===== src/rtl/uif_pkg.sv =====
package uif_pkg;
   typedef logic [7:0] src_vec_t;
   localparam int unsigned SRC_OLD    = 7;
   localparam int unsigned SRC_CTS    = 6;
   localparam int unsigned SRC_RXFULL = 5;
   localparam int unsigned SRC_RXHALF = 4;
   localparam int unsigned SRC_RXRDY  = 3;
   localparam int unsigned SRC_TXEMPT = 2;
   localparam int unsigned SRC_TXHALF = 1;
   localparam int unsigned SRC_TXAVL  = 0;
endpackage


===== src/rtl/uif_level_decode.sv =====
module uif_level_decode #(
   parameter int unsigned DEPTH = 8,
   parameter int unsigned CNT_W = $clog2(DEPTH + 1)
) (
   input  logic [CNT_W-1:0] rx_count,
   input  logic [CNT_W-1:0] tx_count,
   output logic [5:0]       lvl_src
);
   localparam int unsigned DW = CNT_W + 1;
   localparam logic [DW-1:0] DEPTH_V = DW'(DEPTH);

   generate
      if (DEPTH < 2) begin : g_bad_depth
         $error("uif_level_decode: DEPTH must be at least 2");
      end
   endgenerate

   logic [DW-1:0] rx_x2, tx_x2, rx_w, tx_w;

   always_comb begin
      rx_w  = {1'b0, rx_count};
      tx_w  = {1'b0, tx_count};
      rx_x2 = {rx_count, 1'b0};
      tx_x2 = {tx_count, 1'b0};
      lvl_src[uif_pkg::SRC_RXFULL] = (rx_w == DEPTH_V);
      lvl_src[uif_pkg::SRC_RXHALF] = (rx_x2 > DEPTH_V);
      lvl_src[uif_pkg::SRC_RXRDY]  = (rx_count != '0);
      lvl_src[uif_pkg::SRC_TXEMPT] = (tx_count == '0);
      lvl_src[uif_pkg::SRC_TXHALF] = (tx_x2 < DEPTH_V);
      lvl_src[uif_pkg::SRC_TXAVL]  = (tx_w < DEPTH_V);
   end
endmodule


===== src/rtl/uif_cts_delta.sv =====
module uif_cts_delta #(
   parameter int unsigned STAGES = 2
) (
   input  logic clk,
   input  logic rst_n,
   input  logic pin,
   input  logic clr,
   output logic level,
   output logic delta
);
   generate
      if (STAGES < 2) begin : g_bad_stages
         $error("uif_cts_delta: STAGES must be at least 2");
      end
   endgenerate

   logic [STAGES-1:0] chain;
   logic              prev_q;
   logic              delta_q;
   logic              change;

   always_ff @(posedge clk or negedge rst_n) begin
      if (!rst_n) chain <= '0;
      else        chain <= {chain[STAGES-2:0], pin};
   end

   assign level  = chain[STAGES-1];
   assign change = level ^ prev_q;

   always_ff @(posedge clk or negedge rst_n) begin
      if (!rst_n) begin
         prev_q  <= 1'b0;
         delta_q <= 1'b0;
      end else begin
         prev_q <= level;
         if (change)   delta_q <= 1'b1;
         else if (clr) delta_q <= 1'b0;
      end
   end

   assign delta = delta_q;

   // a seen change always leaves the flag set
   a_r3_change_sets: assert property (@(posedge clk) disable iff (!rst_n)
      change |=> delta_q);
   // without a clear the flag holds
   a_r4_sticky: assert property (@(posedge clk) disable iff (!rst_n)
      (delta_q && !clr) |=> delta_q);
   // the flag only rises on a change
   a_r4_no_spurious: assert property (@(posedge clk) disable iff (!rst_n)
      (!delta_q && !change) |=> !delta_q);
endmodule


===== src/rtl/uif_irq_combine.sv =====
module uif_irq_combine (
   input  logic             clk,
   input  logic             rst_n,
   input  logic             mask_wr,
   input  logic [7:0]       mask_wdata,
   input  uif_pkg::src_vec_t src,
   output logic             irq
);
   uif_pkg::src_vec_t mask_q;
   logic              irq_q;

   always_ff @(posedge clk or negedge rst_n) begin
      if (!rst_n)       mask_q <= '0;
      else if (mask_wr) mask_q <= mask_wdata;
   end

   always_ff @(posedge clk or negedge rst_n) begin
      if (!rst_n) irq_q <= 1'b0;
      else        irq_q <= |(src & mask_q);
   end

   assign irq = irq_q;

   // request rises one cycle after an enabled source
   a_r11_irq_rise: assert property (@(posedge clk) disable iff (!rst_n)
      (|(src & mask_q)) |=> irq_q);
   // request falls one cycle after nothing is enabled and active
   a_r11_irq_fall: assert property (@(posedge clk) disable iff (!rst_n)
      !(|(src & mask_q)) |=> !irq_q);
   // mask only moves on a mask write
   a_r12_mask_hold: assert property (@(posedge clk) disable iff (!rst_n)
      !mask_wr |=> $stable(mask_q));
endmodule


===== src/rtl/uart_irq_src.sv =====
module uart_irq_src #(
   parameter int unsigned DEPTH       = 8,
   parameter int unsigned SYNC_STAGES = 2,
   parameter int unsigned CNT_W       = $clog2(DEPTH + 1)
) (
   input  logic             clk,
   input  logic             rst_n,
   input  logic             wr_en,
   input  logic             wr_sel,
   input  logic [7:0]       wr_data,
   input  logic [CNT_W-1:0] rx_count,
   input  logic [CNT_W-1:0] tx_count,
   input  logic             old_data,
   input  logic             cts_raw,
   output logic             irq,
   output logic [7:0]       src_raw,
   output logic             cts_level
);
   logic [5:0] lvl_src;
   logic       delta;
   logic       delta_clr;
   logic       mask_wr;

   assign mask_wr   = wr_en & ~wr_sel;
   assign delta_clr = wr_en & wr_sel & wr_data[uif_pkg::SRC_CTS];

   uif_level_decode #(.DEPTH(DEPTH), .CNT_W(CNT_W)) u_lvl (
      .rx_count (rx_count),
      .tx_count (tx_count),
      .lvl_src  (lvl_src)
   );

   uif_cts_delta #(.STAGES(SYNC_STAGES)) u_cts (
      .clk   (clk),
      .rst_n (rst_n),
      .pin   (cts_raw),
      .clr   (delta_clr),
      .level (cts_level),
      .delta (delta)
   );

   assign src_raw = {old_data, delta, lvl_src};

   uif_irq_combine u_irq (
      .clk        (clk),
      .rst_n      (rst_n),
      .mask_wr    (mask_wr),
      .mask_wdata (wr_data),
      .src        (src_raw),
      .irq        (irq)
   );

   // a full receive queue is also more than half full
   a_r5_full_implies_half: assert property (@(posedge clk) disable iff (!rst_n)
      src_raw[uif_pkg::SRC_RXFULL] |-> src_raw[uif_pkg::SRC_RXHALF]);
   // above half implies data present
   a_r7_half_implies_rdy: assert property (@(posedge clk) disable iff (!rst_n)
      src_raw[uif_pkg::SRC_RXHALF] |-> src_raw[uif_pkg::SRC_RXRDY]);
   // empty transmit queue is below half and has room
   a_r8_empty_implies_room: assert property (@(posedge clk) disable iff (!rst_n)
      src_raw[uif_pkg::SRC_TXEMPT] |-> (src_raw[uif_pkg::SRC_TXHALF] && src_raw[uif_pkg::SRC_TXAVL]));
endmodule


===== config.mk =====
export PLATFORM = sky130hd
export DESIGN_NAME = uart_irq_src
export DESIGN_NICKNAME = d
export VERILOG_FILES = /design/src/rtl/uif_pkg.sv /design/src/rtl/uif_level_decode.sv /design/src/rtl/uif_cts_delta.sv /design/src/rtl/uif_irq_combine.sv /design/src/rtl/uart_irq_src.sv
export SDC_FILE = /design/constraint.sdc
export NUM_CORES = 1
export LEC_CHECK = 0
export BUFFER_PORTS_ARGS = -buffer_cell sky130_fd_sc_hd__buf_4
export CORE_MARGIN = 3
export CORE_UTILIZATION = 30
export CTS_CLUSTER_SIZE = 28
export DETAILED_ROUTE_END_ITERATION = 10
export GPL_ROUTABILITY_DRIVEN = 1
export PLACE_DENSITY = 0.57
export SLEW_MARGIN = 25
export SYNTH_ARGS = -nofsm -noshare
export SYNTH_HDL_FRONTEND = slang
export SYNTH_SLANG_ARGS = --single-unit

===== constraint.sdc =====
create_clock -name clk -period 3.25 [get_ports clk]
set_input_delay 0.65 -clock clk [delete_from_list [all_inputs] [get_ports clk]]
set_output_delay 0.65 -clock clk [all_outputs]
set_load 0.01 [all_outputs]

==> impl_metrics.ini <==
[run_status]
outcome = complete, no violations

[clocking]
hold_bufs_inserted_after_cts = 0
cts-root-to-sink-buffers = 2
cts.htree.levels = 1
clk_root_buffer_cell = sky130_fd_sc_hd__clkbuf_4
tritoncts.num_buffers = 3
clk_pin_slew_worst_paths_ns = 0.08
cts.repair.resized = 0
clkLatencyLatePin_ns = 0.27
clk_sinks = 13
postCtsSetupRepairBufs = 0
cts_tree = built

[floorplan]
die_outline_area_um2 = 2452
initial_core_utilization_pct = 32.20
core_um2 = 1764
placementRows = 15
dieWidth_um = 49.52
die_y_um = 49.52
num_io_pins = 32

[detailed_routing]
post_drt_via_cell_ratio = 4.327
via_count = 437
first_pass_iteration_count_of_the_detailed_router = 4
wl_per_cell_um = 11.79
drt_iter0_markers = 6
route.antenna.remaining_nets = 0
remaining_drc_errors = 0
routed_wl_um = 1191

[global_routing]
first_global_vias = 424
global_route.overflow_total = 0
maximum_number_of_pins_on_one_net_before_global_route_repair = 14
global_route_usage_over_all_layers_pct = 10.52
grt_pass1_wl_um = 1932
grt_antenna_before_repair = 0

[setup_path]
regToRegEndpoint = u_irq.irq$_DFF_PN0_
cp.required_ns = 2.60
path_max_fanout = 4
timing.critical_path.to_type = output pin
worst_r2r_startpoint = u_irq.mask_q[3]$_DFFE_PN0P_
worstSetupPathType = primary input to output pin
setup_slack_of_the_most_critical_reg_to_reg_path_ns = 2.16
critPathLaunchType = primary input
worst-r2r-cell-count = 3
data_arrival_critical_path_ns = 1.57

[pwr]
power.share.clock_pct = 26.9
cellPowerDensity_nw_per_um2 = 430.1
switching_share_pct = 23.84
comb_power_share_pct = 20.0
ir_drop_worst_vdd_uv = 257.4
net-switching-power_mw = 0.08596
intPower_mw = 0.2746
p_leak_nw = 0.3925
power.sequential.fraction_pct = 53.1

[sta]
layout_worst_path_cycle_share_pct = 68.22
post-route-min-period_ns = 2.217
finalSetupViolations = 0
post-route-worst-setup-slack_ns = 1.033
fmax_ghz = 0.4510
setup_tns_ns = 0
finClkSkew_ns = 0.003899
drv_slew = 0
hold_viol = 0
timing_worst_slew_pin_value_ns = 0.7219
grt_setup_unrepaired = false
timing.slew.headroom_pct = 51.77

[layout]
design_area_um2 = 838.3
fill_cells = 180
count_of_inserted_antenna_diode_cells = 0
share_of_final_layout_standard_cells_stronger_than_drive_strength_1_pct = 61.84
number_of_nets_in_the_finished_design = 99
area_growth_syn_to_layout_pct = 47.58

[placement]
dpl_cell_area_um2 = 812.0
io_buffers = 31
hpwl_um = 976.1
worst_slack_at_placement_ns = 1.028
gp_congestion = 0.7018

[synth]
seq_area_frac_synth_pct = 57.27
postSynthAreaPerCell_um2 = 12.91
combined_area_of_all_synthesized_cells_um2 = 568.0
syn-instance-count = 44
postSynthNetCount = 66
synth_top_cell_by_area = sky130_fd_sc_hd__dfrtp_1
post_synth_main_area_contributors = sky130_fd_sc_hd__dfrtp_1 57%, sky130_fd_sc_hd__mux2_2 16%, sky130_fd_sc_hd__buf_4 2.6%
ys_ff_latch = 13
synth_cell_types = 20
yosysTopAreaCellShare_pct = 57.27
yosys_warnings = 0

[run]
max_cap_violations = 0

[min_path]
hold_path.class = primary input to asynchronous set/reset pin
==> layout make-up <==
cell class | count | area [µm²] | area share [%]
sequential | 13 | 325.3 | 38.81
timing repair buffer | 31 | 232.7 | 27.76
multi-input combinational | 26 | 215.2 | 25.67
tap | 25 | 31.28 | 3.731
clock buffer | 4 | 26.28 | 3.134
inverter | 2 | 7.507 | 0.8955
==> Yosys cell counts (all sizes together) <==
master	n
buf	3
or2	1
a21oi	1
and2	1
nor4	1
o2111ai	1
mux2	8
nand3	2
a222oi	1
maj3	1
dfrtp	13
o22ai	1
nor2b	1
xnor2	1
or3	1
nor2	2
inv	2
a21o	1
nand2	2
==> per-layer routing <==
layer / global-route usage, % / vias up / share of wire (%)
li1: - / 217 / -
met1: 12.48 / 204 / 41
met2: 16.96 / 14 / 52
met3: 4.230 / 2 / 5.3
met4: 4.147 / 0 / 1.2
met5: 0 / - / 0
==> worst max-delay path: stages <==
cell                    delay (ns)
sky130_fd_sc_hd__buf_4        0.11
sky130_fd_sc_hd__or2_4        0.25
sky130_fd_sc_hd__or3_2        0.41
sky130_fd_sc_hd__buf_4        0.15
==> state kept, by name, indices dropped and copies added, names as in the netlist <==
name / cells
u_irq.mask_q: 8
u_cts.chain: 2
u_irq.irq: 1
u_cts.delta: 1
u_cts.prev_q: 1
==> metrics by stage <==
step	std cells	hold WS, ns	util, %	power [mW]
2_1_floorplan	44	0.3312	-	0.2288
3_3_place_gp	97	0.3392	46.03	0.2665
3_5_place_dp	97	0.3458	46.03	0.2685
4_1_cts	101	0.1998	47.52	0.3674
5_1_grt	101	0.2006	47.52	0.3842
6_report	101	0.2038	47.52	0.3606
==> cells by family after synthesis <==
family | Yosys count | synth area share, %
XOR/XNOR | 1 | 1.542
AND/OR/NAND/NOR | 11 | 10.58
adder cells (fa/ha/maj) | 1 | 1.982
AO/OA/AOI/OAI | 5 | 7.929
multiplexers | 8 | 15.86
flip-flops | 13 | 57.27
buffers and inverters | 5 | 4.845
==> power groups by stage <==
stage               logic (mW)  clock network, mW  registers, mW
finish                  0.0721             0.0969          0.192
floorplan               0.0358                  0          0.193
detailed placement      0.0731                  0          0.195
global placement        0.0717                  0          0.195
CTS                     0.0733              0.102          0.192
global route            0.0787              0.111          0.194
==> layout by cell type, fill, tap and decap left out <==
master,Yosys,routed
sky130_fd_sc_hd__nor4_1,1,1
sky130_fd_sc_hd__nand2_1,2,2
sky130_fd_sc_hd__mux2_2,8,8
sky130_fd_sc_hd__o2111ai_1,1,1
sky130_fd_sc_hd__o22ai_2,1,1
sky130_fd_sc_hd__or2_4,1,1
sky130_fd_sc_hd__inv_1,2,2
sky130_fd_sc_hd__nor2_1,2,2
sky130_fd_sc_hd__and2_1,1,1
sky130_fd_sc_hd__a21oi_1,1,1
sky130_fd_sc_hd__nor2b_1,1,1
sky130_fd_sc_hd__clkbuf_1,0,1
sky130_fd_sc_hd__clkbuf_4,0,3
sky130_fd_sc_hd__nand3_1,2,2
sky130_fd_sc_hd__dfrtp_1,13,13
sky130_fd_sc_hd__buf_4,2,31
sky130_fd_sc_hd__xnor2_1,1,1
sky130_fd_sc_hd__a21o_2,1,1
sky130_fd_sc_hd__maj3_2,1,1
sky130_fd_sc_hd__a222oi_1,1,1
sky130_fd_sc_hd__or3_2,1,1
==> how the worst max path moves through the flow <==
stage	slack [ns]	endpoint	start
finish	1.03	src_raw[3]	rx_count[1]
global placement	1.04	src_raw[3]	rx_count[1]
floorplan	1.27	src_raw[3]	rx_count[1]
global route	1.0	src_raw[3]	rx_count[1]
CTS	1.03	src_raw[3]	rx_count[1]
detailed placement	1.03	src_raw[3]	rx_count[1]
Note: power is estimated with default switching activity, not from simulation.
